`src/rtl/pfd_cp_pkg.sv`:
```
package pfd_cp_pkg;
    typedef enum logic [1:0] {
        CP_SINK = 2'd0,
        CP_TRI  = 2'd1,
        CP_SRC  = 2'd2
    } cp_state_e;
endpackage

```
`src/rtl/pfd_edge_sync.sv`:
```
module pfd_edge_sync #(
    parameter int STAGES = 2
) (
    input  logic clk_i,
    input  logic rst_i,
    input  logic d_i,
    output logic rise_o
);
    localparam int LAST = STAGES - 1;

    logic [LAST:0] chain_q;
    logic          hist_q;

    always_ff @(posedge clk_i) begin
        if (rst_i) begin
            chain_q <= '0;
            hist_q  <= 1'b0;
        end else begin
            chain_q <= {chain_q[LAST-1:0], d_i};
            hist_q  <= chain_q[LAST];
        end
    end

    assign rise_o = chain_q[LAST] & ~hist_q;
endmodule

```
`src/rtl/pfd_cp_fsm.sv`:
```
module pfd_cp_fsm
    import pfd_cp_pkg::*;
(
    input  logic      clk_i,
    input  logic      rst_i,
    input  logic      ref_rise_i,
    input  logic      fb_rise_i,
    output cp_state_e state_o,
    output logic      src_o,
    output logic      snk_o
);
    cp_state_e state_q, state_d;

    always_ff @(posedge clk_i) begin
        if (rst_i) state_q <= CP_TRI;
        else       state_q <= state_d;
    end

    always_comb begin
        state_d = state_q;
        if (ref_rise_i && !fb_rise_i) begin
            unique case (state_q)
                CP_SINK: state_d = CP_TRI;
                CP_TRI:  state_d = CP_SRC;
                CP_SRC:  state_d = CP_SRC;
                default: state_d = CP_TRI;
            endcase
        end else if (fb_rise_i && !ref_rise_i) begin
            unique case (state_q)
                CP_SRC:  state_d = CP_TRI;
                CP_TRI:  state_d = CP_SINK;
                CP_SINK: state_d = CP_SINK;
                default: state_d = CP_TRI;
            endcase
        end
    end

    always_comb begin
        src_o = 1'b0;
        snk_o = 1'b0;
        unique case (state_q)
            CP_SRC:  src_o = 1'b1;
            CP_SINK: snk_o = 1'b1;
            CP_TRI:  ;
            default: ;
        endcase
    end

    assign state_o = state_q;
endmodule

```
`src/rtl/pfd_min_pulse.sv`:
```
module pfd_min_pulse #(
    parameter int MIN_W = 4
) (
    input  logic             clk_i,
    input  logic             rst_i,
    input  logic             trig_i,
    input  logic [MIN_W-1:0] len_i,
    output logic             active_o
);
    logic [MIN_W-1:0] cnt_q;

    always_ff @(posedge clk_i) begin
        if (rst_i)              cnt_q <= '0;
        else if (trig_i)        cnt_q <= len_i;
        else if (cnt_q != '0)   cnt_q <= cnt_q - 1'b1;
    end

    assign active_o = (cnt_q != '0);
endmodule

```
`src/rtl/pfd_cp_ctrl.sv`:
```
module pfd_cp_ctrl
    import pfd_cp_pkg::*;
#(
    parameter int MIN_W       = 4,
    parameter int SYNC_STAGES = 2
) (
    input  logic             clk_i,
    input  logic             rst_i,
    input  logic             ref_div_i,
    input  logic             fb_div_i,
    input  logic [MIN_W-1:0] min_on_i,
    output logic             up_o,
    output logic             dn_o
);
    localparam int N_IN = 2;

    logic [N_IN-1:0] raw_in;
    logic [N_IN-1:0] rise;
    logic            ref_rise;
    logic            fb_rise;
    cp_state_e       state;
    logic            st_src;
    logic            st_snk;
    logic            pulse_act;

    assign raw_in = {fb_div_i, ref_div_i};

    for (genvar i = 0; i < N_IN; i++) begin : g_in
        pfd_edge_sync #(.STAGES(SYNC_STAGES)) u_sync (
            .clk_i  (clk_i),
            .rst_i  (rst_i),
            .d_i    (raw_in[i]),
            .rise_o (rise[i])
        );
    end

    assign ref_rise = rise[0];
    assign fb_rise  = rise[1];

    pfd_cp_fsm u_fsm (
        .clk_i      (clk_i),
        .rst_i      (rst_i),
        .ref_rise_i (ref_rise),
        .fb_rise_i  (fb_rise),
        .state_o    (state),
        .src_o      (st_src),
        .snk_o      (st_snk)
    );

    pfd_min_pulse #(.MIN_W(MIN_W)) u_pulse (
        .clk_i    (clk_i),
        .rst_i    (rst_i),
        .trig_i   (ref_rise | fb_rise),
        .len_i    (min_on_i),
        .active_o (pulse_act)
    );

    assign up_o = st_src | pulse_act;
    assign dn_o = st_snk | pulse_act;
endmodule

```
`config.mk`:
```
export PLATFORM = sky130hd
export DESIGN_NAME = pfd_cp_ctrl
export DESIGN_NICKNAME = d
export VERILOG_FILES = /design/src/rtl/pfd_cp_pkg.sv /design/src/rtl/pfd_edge_sync.sv /design/src/rtl/pfd_cp_fsm.sv /design/src/rtl/pfd_min_pulse.sv /design/src/rtl/pfd_cp_ctrl.sv
export SDC_FILE = /design/constraint.sdc
export NUM_CORES = 1
export LEC_CHECK = 0
export ABC_AREA = 1
export BUFFER_PORTS_ARGS = -buffer_cell sky130_fd_sc_hd__clkbuf_2
export CORE_AREA = 2 2 39 41
export CTS_BUF_LIST = sky130_fd_sc_hd__clkbuf_8 sky130_fd_sc_hd__clkbuf_16
export DETAILED_ROUTE_END_ITERATION = 10
export DIE_AREA = 0 0 41 43
export PLACE_DENSITY = 0.68
export SYNTH_ARGS = -nofsm -noshare
export SYNTH_HDL_FRONTEND = slang
export SYNTH_HIERARCHICAL = 1
export SYNTH_SLANG_ARGS = --single-unit
```
`constraint.sdc`:
```
create_clock -name clk_i -period 1.4 [get_ports clk_i]
set_input_delay 0.28 -clock clk_i [delete_from_list [all_inputs] [get_ports clk_i]]
set_output_delay 0.28 -clock clk_i [all_outputs]
set_load 0.005 [all_outputs]
```
## After elaboration in Yosys (flattened, before gate mapping)

Cells that the tools add are included.

- Add/sub/neg operators: 1
- Equal/unequal tests: 2
- Multiplexer cells: 8
- Bitwise logic cells: 7
- Reduce and logical (&&, ||, !) cells: 10

Operators with widths:

| cell | number |
|---|---|
| $mux W4 | 2 |
| $mux W2 | 3 |
| $reduce_bool A2 Y1 | 2 |
| $reduce_bool A4 Y1 | 1 |
| $reduce_or A2 Y1 | 2 |
| $sub A4 B1 Y4 const B | 1 |
| $mux W1 | 3 |
| $or A1 B1 Y1 | 3 |
| $and A1 B1 Y1 | 2 |
| $eq A2 B1 Y1 const B | 1 |
| $eq A2 B2 Y1 const B | 1 |
| $logic_and A1 B1 Y1 | 2 |
| $logic_not A1 Y1 | 2 |
| $logic_not A2 Y1 | 1 |
| $not A1 Y1 | 2 |

- Flip-flop bits (word level): 12
- Bits of input ports: 8
- Output and inout port bits: 2
- Word-level logic and storage cells: 34

## Longest topological paths before layout

Gate-level depths: netlist (run 1).

- Word-level depth: 6
- Mapped depth: 9
- Depth with buffers taken out: 9

## By module

The synthesis (run 1) kept the hierarchy.

By module, submodules not included:

| module | instances | cells each | area an instance (µm²) | sequential area each (µm²) |
|---|---|---|---|---|
| pfd_min_pulse | 1 | 42 | 271.5 | 80.1 |
| pfd_edge_sync | 2 | 10 | 86.3 | 60.1 |
| pfd_cp_fsm | 1 | 16 | 143.9 | 40.0 |
| pfd_cp_ctrl | 1 | 8 | 30.0 | 0.0 |

## Worst setup path before layout (run 1)

Ideal clock, no wire load.

- Path type: reg2reg
- Start point: register g_in[0].u_sync.chain_q[1]
- End point: register u_pulse.cnt_q[3]
- Library setup time: 111 ps
- Arrival time: 986 ps
- Required time: 1289 ps
- Setup slack: 303 ps
- Stages on the path, launching flop included: 9
- Path buffers: 0
- Period minus slack after synthesis: 1097 ps
- Path through: dfxtp_1 -> inv_1 -> nor2_1 -> inv_1 -> nand2_1 -> inv_2 -> or2_0 -> nand3_1 -> nor2_1

- Longest elaborated chain between the ends: 3
- Elaborated cells on any way between the ends: 4
- Classes of those cells: mux: 1; bitwise: 2; reduce/logical: 1

RTL lines:

| item | RTL line | RTL |
|---|---|---|
| start: declaration | pfd_edge_sync.sv:11 | `logic [LAST:0] chain_q;` |
| start signal: assignment | pfd_edge_sync.sv:19 | `chain_q <= {chain_q[LAST-1:0], d_i};` |
| $and A1 B1 Y1 * | pfd_edge_sync.sv:24 | `assign rise_o = chain_q[LAST] & ~hist_q;` |
| net ref_rise | pfd_cp_ctrl.sv:19 | `logic ref_rise;` |
| $or A1 B1 Y1 * | pfd_cp_ctrl.sv:53 | `.trig_i (ref_rise \| fb_rise),` |
| $mux W4 / $reduce_bool A2 Y1 (equally long branches) | - |  |
| end signal: assignment | pfd_min_pulse.sv:14 | `else if (trig_i) cnt_q <= len_i;` |
| end signal: assignment | pfd_min_pulse.sv:15 | `else if (cnt_q != '0) cnt_q <= cnt_q - 1'b1;` |
| end: declaration | pfd_min_pulse.sv:10 | `logic [MIN_W-1:0] cnt_q;` |

The timed path passes the listed nets; every way through them passes the cells marked *.
A chain may end at the register's enable or synchronous reset.

## Worst setup path in the final report (run 1)

- Start point: register u_pulse.cnt_q[0]
- End point: output port dn_o

- Longest elaborated chain between the ends: 2

RTL lines:

| item | RTL line | RTL |
|---|---|---|
| $reduce_bool A4 Y1 | pfd_min_pulse.sv:18 | `assign active_o = (cnt_q != '0);` |
| net pulse_act | pfd_cp_ctrl.sv:24 | `logic pulse_act;` |
| $or A1 B1 Y1 | pfd_cp_ctrl.sv:59 | `assign dn_o = st_snk \| pulse_act;` |
| end: declaration | pfd_cp_ctrl.sv:13 | `output logic dn_o` |

The timed path passes the listed nets, and every way through them passes these cells.

==> results of run 1 <==
==> cells in the final DEF (no fill, tap or decap) <==
| cell type | count |
|---|---|
| a21o_1 | 1 |
| a21oi_1 | 4 |
| a21oi_2 | 1 |
| buf_2 | 1 |
| buf_4 | 2 |
| clkbuf_2 | 8 |
| clkbuf_8 | 4 |
| dfxtp_1 | 8 |
| dfxtp_2 | 4 |
| ha_1 | 5 |
| ha_4 | 1 |
| inv_1 | 19 |
| inv_2 | 1 |
| inv_4 | 2 |
| nand2_1 | 14 |
| nand3_1 | 3 |
| nand3_2 | 1 |
| nand4_1 | 2 |
| nor2_1 | 14 |
| nor2_2 | 1 |
| nor2_4 | 1 |
| o21ai_0 | 2 |
| o21bai_1 | 1 |
| or2_0 | 1 |
==> cells by family after synthesis <==
group,Yosys count,share of synthesized area [%]
buffers and inverters,22,13.36
AOI/OAI and AO/OA,9,8.706
adders and majority gates,6,12.15
DFF,12,38.87
and+or+nand+nor,37,26.92
==> registers in the layout (all words and copies together) (netlist names) <==
name                 flops
u_fsm/state_o            2
g_in.u_sync/hist_q       2
g_in.u_sync/chain_q      4
u_pulse/cnt_q            4
==> cell usage after synthesis <==
library cell / n
a21o_1: 1
a21oi_1: 4
a21oi_2: 1
dfxtp_1: 12
ha_1: 6
inv_1: 21
inv_2: 1
nand2_1: 14
nand3_1: 3
nand3_2: 1
nand4_1: 2
nor2_1: 14
nor2_2: 1
nor2_4: 1
o21ai_0: 2
o21bai_1: 1
or2_0: 1
==> final cells by class <==
| cell class | count | share of cell area, % |
|---|---|---|
| clock buffer | 4 | 7.097 |
| multi-input combinational | 52 | 39.68 |
| tap | 16 | 2.581 |
| timing repair buffer | 11 | 7.742 |
| inverter | 22 | 11.29 |
| sequential | 12 | 31.61 |
==> through the flow <==
step           setup TNS [ns]  instances  utilization, %   power, W
2_1_floorplan               0         86               -  0.0008367
3_3_place_gp                0        111           49.37  0.0009491
3_5_place_dp                0        111           49.37  0.0009737
4_1_cts                     0        115           54.25   0.001390
5_1_grt            -0.0007063        117           56.06   0.001554
6_report                    0        117           56.06   0.001423
==> critical path: cells and delay by family, from the launching register on <==
kind,cells,cell delay (ns)
simple gates,2,0.10
buf+inv,3,0.24
fa+ha+maj,1,0.15
flops,1,0.34
==> metal layers <==
metal	vias up	global-route usage, %	routed length, µm
met5	-	0	0
met4	0	6.000	14
met3	2	3.665	49
met2	11	22.50	524
met1	227	14.75	444
li1	289	-	-
==> power by group <==
group	switching (W)	internal (W)
clock network	0.000118	0.000248
registers	0.0000660	0.000412
logic	0.000313	0.000266
==> worst min-delay path by stage <==
stage	start	slack, ns	endpoint	depth (start not counted)
after floorplan	rst_i	0.35	u_pulse/cnt_q[0]	1
after global placement	g_in[1].u_sync/chain_q[0]	0.39	g_in[1].u_sync/chain_q[1]	2
after detailed placement	g_in[1].u_sync/chain_q[0]	0.40	g_in[1].u_sync/chain_q[1]	2
after CTS	fb_div_i	0.23	g_in[1].u_sync/chain_q[0]	3
after global routing	ref_div_i	0.24	g_in[0].u_sync/chain_q[0]	3
final	ref_div_i	0.23	g_in[0].u_sync/chain_q[0]	3
==> repair_timing <==
item,in CTS,in global routing
gates resized for setup,4,7
pin swaps,1,2
setup endpoints to repair,2,2
buffers inserted,0,2
==> impl_results.rst, run 1 <==
.. list-table::
   :header-rows: 1

   * - Metric
     - Value
   * - Run status
     - finished clean
   * - Final Skew
     - 0.001296 ns
   * - Maximum number of pins on one net before global-route repair
     - 11
   * - Instance count of the mapped netlist
     - between 80 and 90
   * - Register area
     - 245.2 µm²
   * - Max-cap violation count
     - 0
   * - Post-route worst setup slack
     - just under 0.07 ns
   * - Worst IR drop on VDD
     - 0.8425 mV
   * - Total of warnings raised by yosys
     - 6
   * - Drc violations
     - 0
   * - Capturing instance or port of the critical path
     - dn_o
   * - Startpoint type of the worst setup path
     - flip-flop
   * - Iteration-0 DRC count of the detailed router
     - 1
   * - Buffer type at the clock tree root
     - clkbuf_8
   * - Crit share post-route
     - 95.20%
   * - Cell variety after synth
     - 17
   * - Area of all placed cells without fillers
     - 775.7 µm²
   * - Total half-perimeter wirelength after legalization and detailed placement
     - 831.4 µm
   * - Endpoint kind of the worst setup timing path
     - output port
   * - Total die area
     - approximately 0.0018 mm²
   * - Delay of the slowest critical-path stage
     - 0.34 ns
   * - Final routed wirelength across all metal layers
     - a little over 1000 µm
   * - Count of standard-cell rows
     - 14
   * - Number of cell instances on the worst register-to-register path
     - 8
   * - Clock sink count
     - 12
   * - Worst r2r src
     - g_in[0].u_sync/chain_q[1]
   * - Maximum achievable frequency
     - 0.7503 GHz
   * - Final setup violation count
     - 0
   * - Average footprint of a synthesized cell
     - ~7.2 µm²
   * - Worst setup path startpoint
     - u_pulse/cnt_q[0]
   * - Initial cell density of the core
     - between 40% and 50%
   * - Endpoint of the worst register-to-register path
     - u_pulse/cnt_q[3]
   * - Worst path most repeated cell
     - nand2_1
   * - Hold_ws
     - 0.2308 ns
   * - Share of final-layout standard cells stronger than drive strength 1
     - 26.73%
   * - Slowest cell on the critical path
     - dfxtp_2
   * - Crit path required time
     - 1.12 ns
   * - Global-route wire length before repair
     - 1621 µm
   * - Number of synthesized register bits
     - 12
   * - Share of the synthesized area in the top cell type
     - 38.87%
   * - Pre-CTS WS
     - 0.1552 ns
   * - Latest clock arrival within the worst-skew pair
     - 0.23 ns
   * - Number of clock buffers inserted by TritonCTS
     - 3
   * - Post-route antenna net violation count
     - 0
   * - Reg clk slew, reported paths
     - 0.05 ns
   * - CORE AREA
     - 0.001384 mm²
   * - Final-report hold violation count
     - 0
   * - Setup slack on the worst flop-to-flop path
     - 0.19 ns
   * - Number of nets produced by synthesis
     - 100
   * - Placed cell area
     - 683.2 µm²
   * - Area of the multi-input gates
     - between 300 and 400 µm²
   * - Die Y
     - 43 µm
   * - IO Port Bufs
     - 9
   * - Critical path fanouts, max
     - 4
   * - Via count
     - 529
   * - I/O pin count
     - 10
   * - Die Wd
     - 41 µm
   * - Slew of the pin with the lowest slew margin
     - 0.1928 ns
   * - Global placement routability congestion
     - 0.6237
   * - Hold/Removal Path Class
     - in -> reg
   * - CTS tree
     - built
   * - Clock period minus worst slack
     - 1.333 ns
   * - Cell-by-cell listing of the critical path
     - inv_4, ha_4, nand2_1, inv_1, nand2_1, buf_2
   * - Average wire per cell in the routed design
     - roughly 8.8 µm
   * - Pwr Density
     - 1834 mW/mm²
   * - Number of max-slew violations in the final report
     - 0
   * - Filler cell count
     - approximately 160
   * - Top area cells in the synthesized netlist
     - dfxtp_1, inv_1, ha_1, nand2_1, nor2_1
   * - Post-Syn Area
     - 618.1 µm²
   * - Buffer levels on the longest clock path
     - 2
   * - Antenna violations before repair
     - 0
   * - Total Nets Final
     - 116
   * - ANT cells
     - 0
   * - DR pass1 iterations
     - 2
   * - Kind of critical path
     - reg -> out
   * - H-tree levels
     - 1
   * - Total congestion overflow
     - 0
   * - GR Util All Layers
     - a little over an eighth
   * - Layout-stage area growth over the synthesis result
     - 25.51%
   * - Hold bufs inserted after CTS
     - 0
   * - Proportion of synthesized chip area in sequential cells
     - 38.87%
   * - Via density per instance
     - 4.521
   * - Relative max-transition margin
     - between 80% and 90%
   * - Critical path arrival
     - 1.05 ns
   * - Biggest area consumer among synthesized cells
     - dfxtp_1
   * - Leakage power figure
     - 0.4025 nW
   * - Via count of the first global-routing pass
     - approximately 440
No activity file was read; power rests on OpenSTA's default activity.
==> run 2: changes to the inputs <==
--- a/config.mk
+++ b/config.mk
@@ -11,6 +11,7 @@
 export CTS_BUF_LIST = sky130_fd_sc_hd__clkbuf_8 sky130_fd_sc_hd__clkbuf_16
 export DETAILED_ROUTE_END_ITERATION = 10
 export DIE_AREA = 0 0 41 43
+export HOLD_SLACK_MARGIN = 0.02
 export PLACE_DENSITY = 0.68
 export SYNTH_ARGS = -nofsm -noshare
 export SYNTH_HDL_FRONTEND = slang
==> constraint.sdc (replaced) <==
create_clock -name clk_i -period 1.6 [get_ports clk_i]
set_input_delay 0.32 -clock clk_i [delete_from_list [all_inputs] [get_ports clk_i]]
set_output_delay 0.32 -clock clk_i [all_outputs]
set_load 0.005 [all_outputs]
==> impl_results.rst, run 2 (synthesized netlist as in run 1, its figures left out) <==
.. list-table::
   :header-rows: 1

   * - Metric
     - Value
   * - Commonest cells after routing, fill and taps aside
     - inv_1, nand2_1, nor2_1
   * - GR Util All Layers
     - 12.63% (-0.81 points)
   * - Via density per instance
     - 4.478 (-0.95%)
   * - Max-cap violation count
     - 0 (unchanged)
   * - Latest clock arrival within the worst-skew pair
     - 0.23 ns (about the same)
   * - Top Registers
     - g_in.u_sync/chain_q: 4 flops, u_pulse/cnt_q: 4 flops
   * - Kind of critical path
     - reg -> out
   * - Via count of the first global-routing pass
     - 438 (-0.23%)
   * - IO Port Bufs
     - 9 (unchanged)
   * - Unrepaired setup endpoints after global routing
     - false
   * - Startpoint type of the worst setup path
     - flip-flop
   * - Number of max-slew violations in the final report
     - 0 (unchanged)
   * - Global-route wire length before repair
     - 1531 µm (-5.6%)
   * - Final routed wirelength across all metal layers
     - 952 µm (-7.8%)
   * - Hold_ws
     - 0.2723 ns (+0.04142 ns)
   * - Final-report hold violation count
     - 0 (unchanged)
   * - Layout-stage area growth over the synthesis result
     - 19.84%
   * - Final Skew
     - 0.0009741 ns (-0.0003221 ns)
   * - Average wire per cell in the routed design
     - 8.278 µm (-6.1%)
   * - Most common cell after layout, fill and taps aside
     - inv_1
   * - Drc violations
     - 0 (unchanged)
   * - Share of final-layout standard cells stronger than drive strength 1
     - 19.19% (-7.5 points)
   * - I/O pin count
     - 10 (unchanged)
   * - Die Y
     - 43 µm (unchanged)
   * - Total Nets Final
     - 114 (-1.7%)
   * - ANT cells
     - 0 (unchanged)
   * - Clock sink count
     - 12 (unchanged)
   * - Initial cell density of the core
     - 44.67% (unchanged)
   * - Critical path fanouts, max
     - 4 (unchanged)
   * - Total half-perimeter wirelength after legalization and detailed placement
     - 758.8 µm (-8.7%)
   * - Slew of the pin with the lowest slew margin
     - 0.1921 ns (-0.0007246 ns)
   * - Critical path arrival
     - 1.17 ns (+0.12 ns)
   * - Leakage power figure
     - 0.3911 nW (-2.8%)
   * - Via count
     - 515 (-2.6%)
   * - Delay of the slowest critical-path stage
     - 0.32 ns (-0.02 ns)
   * - Global placement routability congestion
     - 0.6263 (+0.42%)
   * - CORE AREA
     - 0.001384 mm² (unchanged)
   * - Final setup violation count
     - 0 (unchanged)
   * - Buffer levels on the longest clock path
     - 2 (unchanged)
   * - Crit path required time
     - 1.28 ns (+0.16 ns)
   * - Slowest cell on the critical path
     - dfxtp_1
   * - Reg clk slew, reported paths
     - 0.05 ns (about the same)
   * - Total die area
     - 0.001763 mm² (unchanged)
   * - Maximum number of pins on one net before global-route repair
     - 11 (unchanged)
   * - Hold bufs inserted after CTS
     - 0 (unchanged)
   * - Iteration-0 DRC count of the detailed router
     - 7 (+6)
   * - Maximum achievable frequency
     - around 0.67 GHz
   * - Setup TNS Final
     - 0 ns (unchanged)
   * - Worst IR drop on VDD
     - 0.8158 mV (-3.2%)
   * - Pwr Density
     - 1572 mW/mm² (-14%)
   * - Count of standard-cell rows
     - 14 (unchanged)
   * - Setup slack on the worst flop-to-flop path
     - 0.39 ns (+0.20 ns)
   * - H-tree levels
     - 1 (unchanged)
   * - Die Wd
     - 41 µm (unchanged)
   * - Total congestion overflow
     - 0 (unchanged)
   * - Cell-by-cell listing of the critical path
     - inv_1, ha_2, nand2_1, inv_1, nand2_1, clkbuf_2
   * - Post-route antenna net violation count
     - 0 (unchanged)
   * - Antenna violations before repair
     - 0 (unchanged)
   * - Number of clock buffers inserted by TritonCTS
     - 3 (unchanged)
   * - Crit share post-route
     - 93.31%
   * - Relative max-transition margin
     - 87.19% (+0.18 points)
   * - Buffer type at the clock tree root
     - clkbuf_8
   * - Clock period minus worst slack
     - 1.493 ns
   * - Endpoint kind of the worst setup timing path
     - output port
   * - CTS tree
     - built
   * - Run status
     - finished clean
   * - Hold/Removal Path Class
     - in -> reg
   * - DR pass1 iterations
     - 4 (+2)
run 2: cell types whose count changed in the layout (fill, tap and decap cells not counted), sizes merged:
cell,change
clkbuf,+1
buf,-3
run 2: final timing paths:
kind	startpoint	end	depth (start not counted)
min reg2reg	g_in[1].u_sync/chain_q[0]	g_in[1].u_sync/chain_q[1]	2
max	u_pulse/cnt_q[0]	dn_o	6
max reg2reg	g_in[0].u_sync/chain_q[1]	u_pulse/cnt_q[3]	8
min	fb_div_i	g_in[1].u_sync/chain_q[0]	3
run 2: where the power goes:
group	total (W)	internal (W)	switching [W]	leakage, nW
Clock	0.000321	0.000217	0.000104	0.0288
Sequential	0.000399	0.000355	0.0000444	0.0991
Combinational	0.000444	0.000188	0.000256	0.263
run 2: area by class of cell:
cell class                 instances  area (µm²)
tap                               16       20.02
timing repair buffer               9       45.04
clock buffer                       4       55.05
fill                             147       643.1
inverter                          22       82.58
sequential                        12       240.2
multi-input combinational         52       297.8
run 2: through the flow:
| step | setup WS (ns) | instance area (µm²) | std cells | total power [W] | utilization (%) |
|---|---|---|---|---|---|
| after global placement | 0.3668 | 683.2 | 111 | 0.0008301 | 49.37 |
| after detailed placement | 0.3360 | 683.2 | 111 | 0.0008404 | 49.37 |
| after CTS | 0.07439 | 738.2 | 115 | 0.001171 | 53.35 |
| after global routing | 0.02090 | 740.7 | 115 | 0.001263 | 53.53 |
| after floorplan | 0.4785 | 618.1 | 86 | 0.0007321 | - |
| final | 0.1071 | 740.7 | 115 | 0.001164 | 53.53 |
run 2: worst max-delay path: cells and delay by family, from the launching register on:
| family | cells | cell delay, ns |
|---|---|---|
| flip-flops | 1 | 0.32 |
| buffers and inverters | 3 | 0.28 |
| adder cells (fa/ha/maj) | 1 | 0.23 |
| AND/OR/NAND/NOR | 2 | 0.11 |
run 2: timing repair:
action                     4_1_cts  5_1_grt
hold endpoints to repair         0        0
buffers inserted                 0        0
setup endpoints to repair        0        2
resized for setup                0        1
run 2: metal layers:
layer | global-route usage (%) | wire length (µm) | up-vias
met5 | 0 | 0 | -
met4 | 6.000 | 16 | 0
met3 | 3.141 | 44 | 2
met2 | 20.31 | 443 | 11
met1 | 14.75 | 448 | 221
li1 | - | - | 281
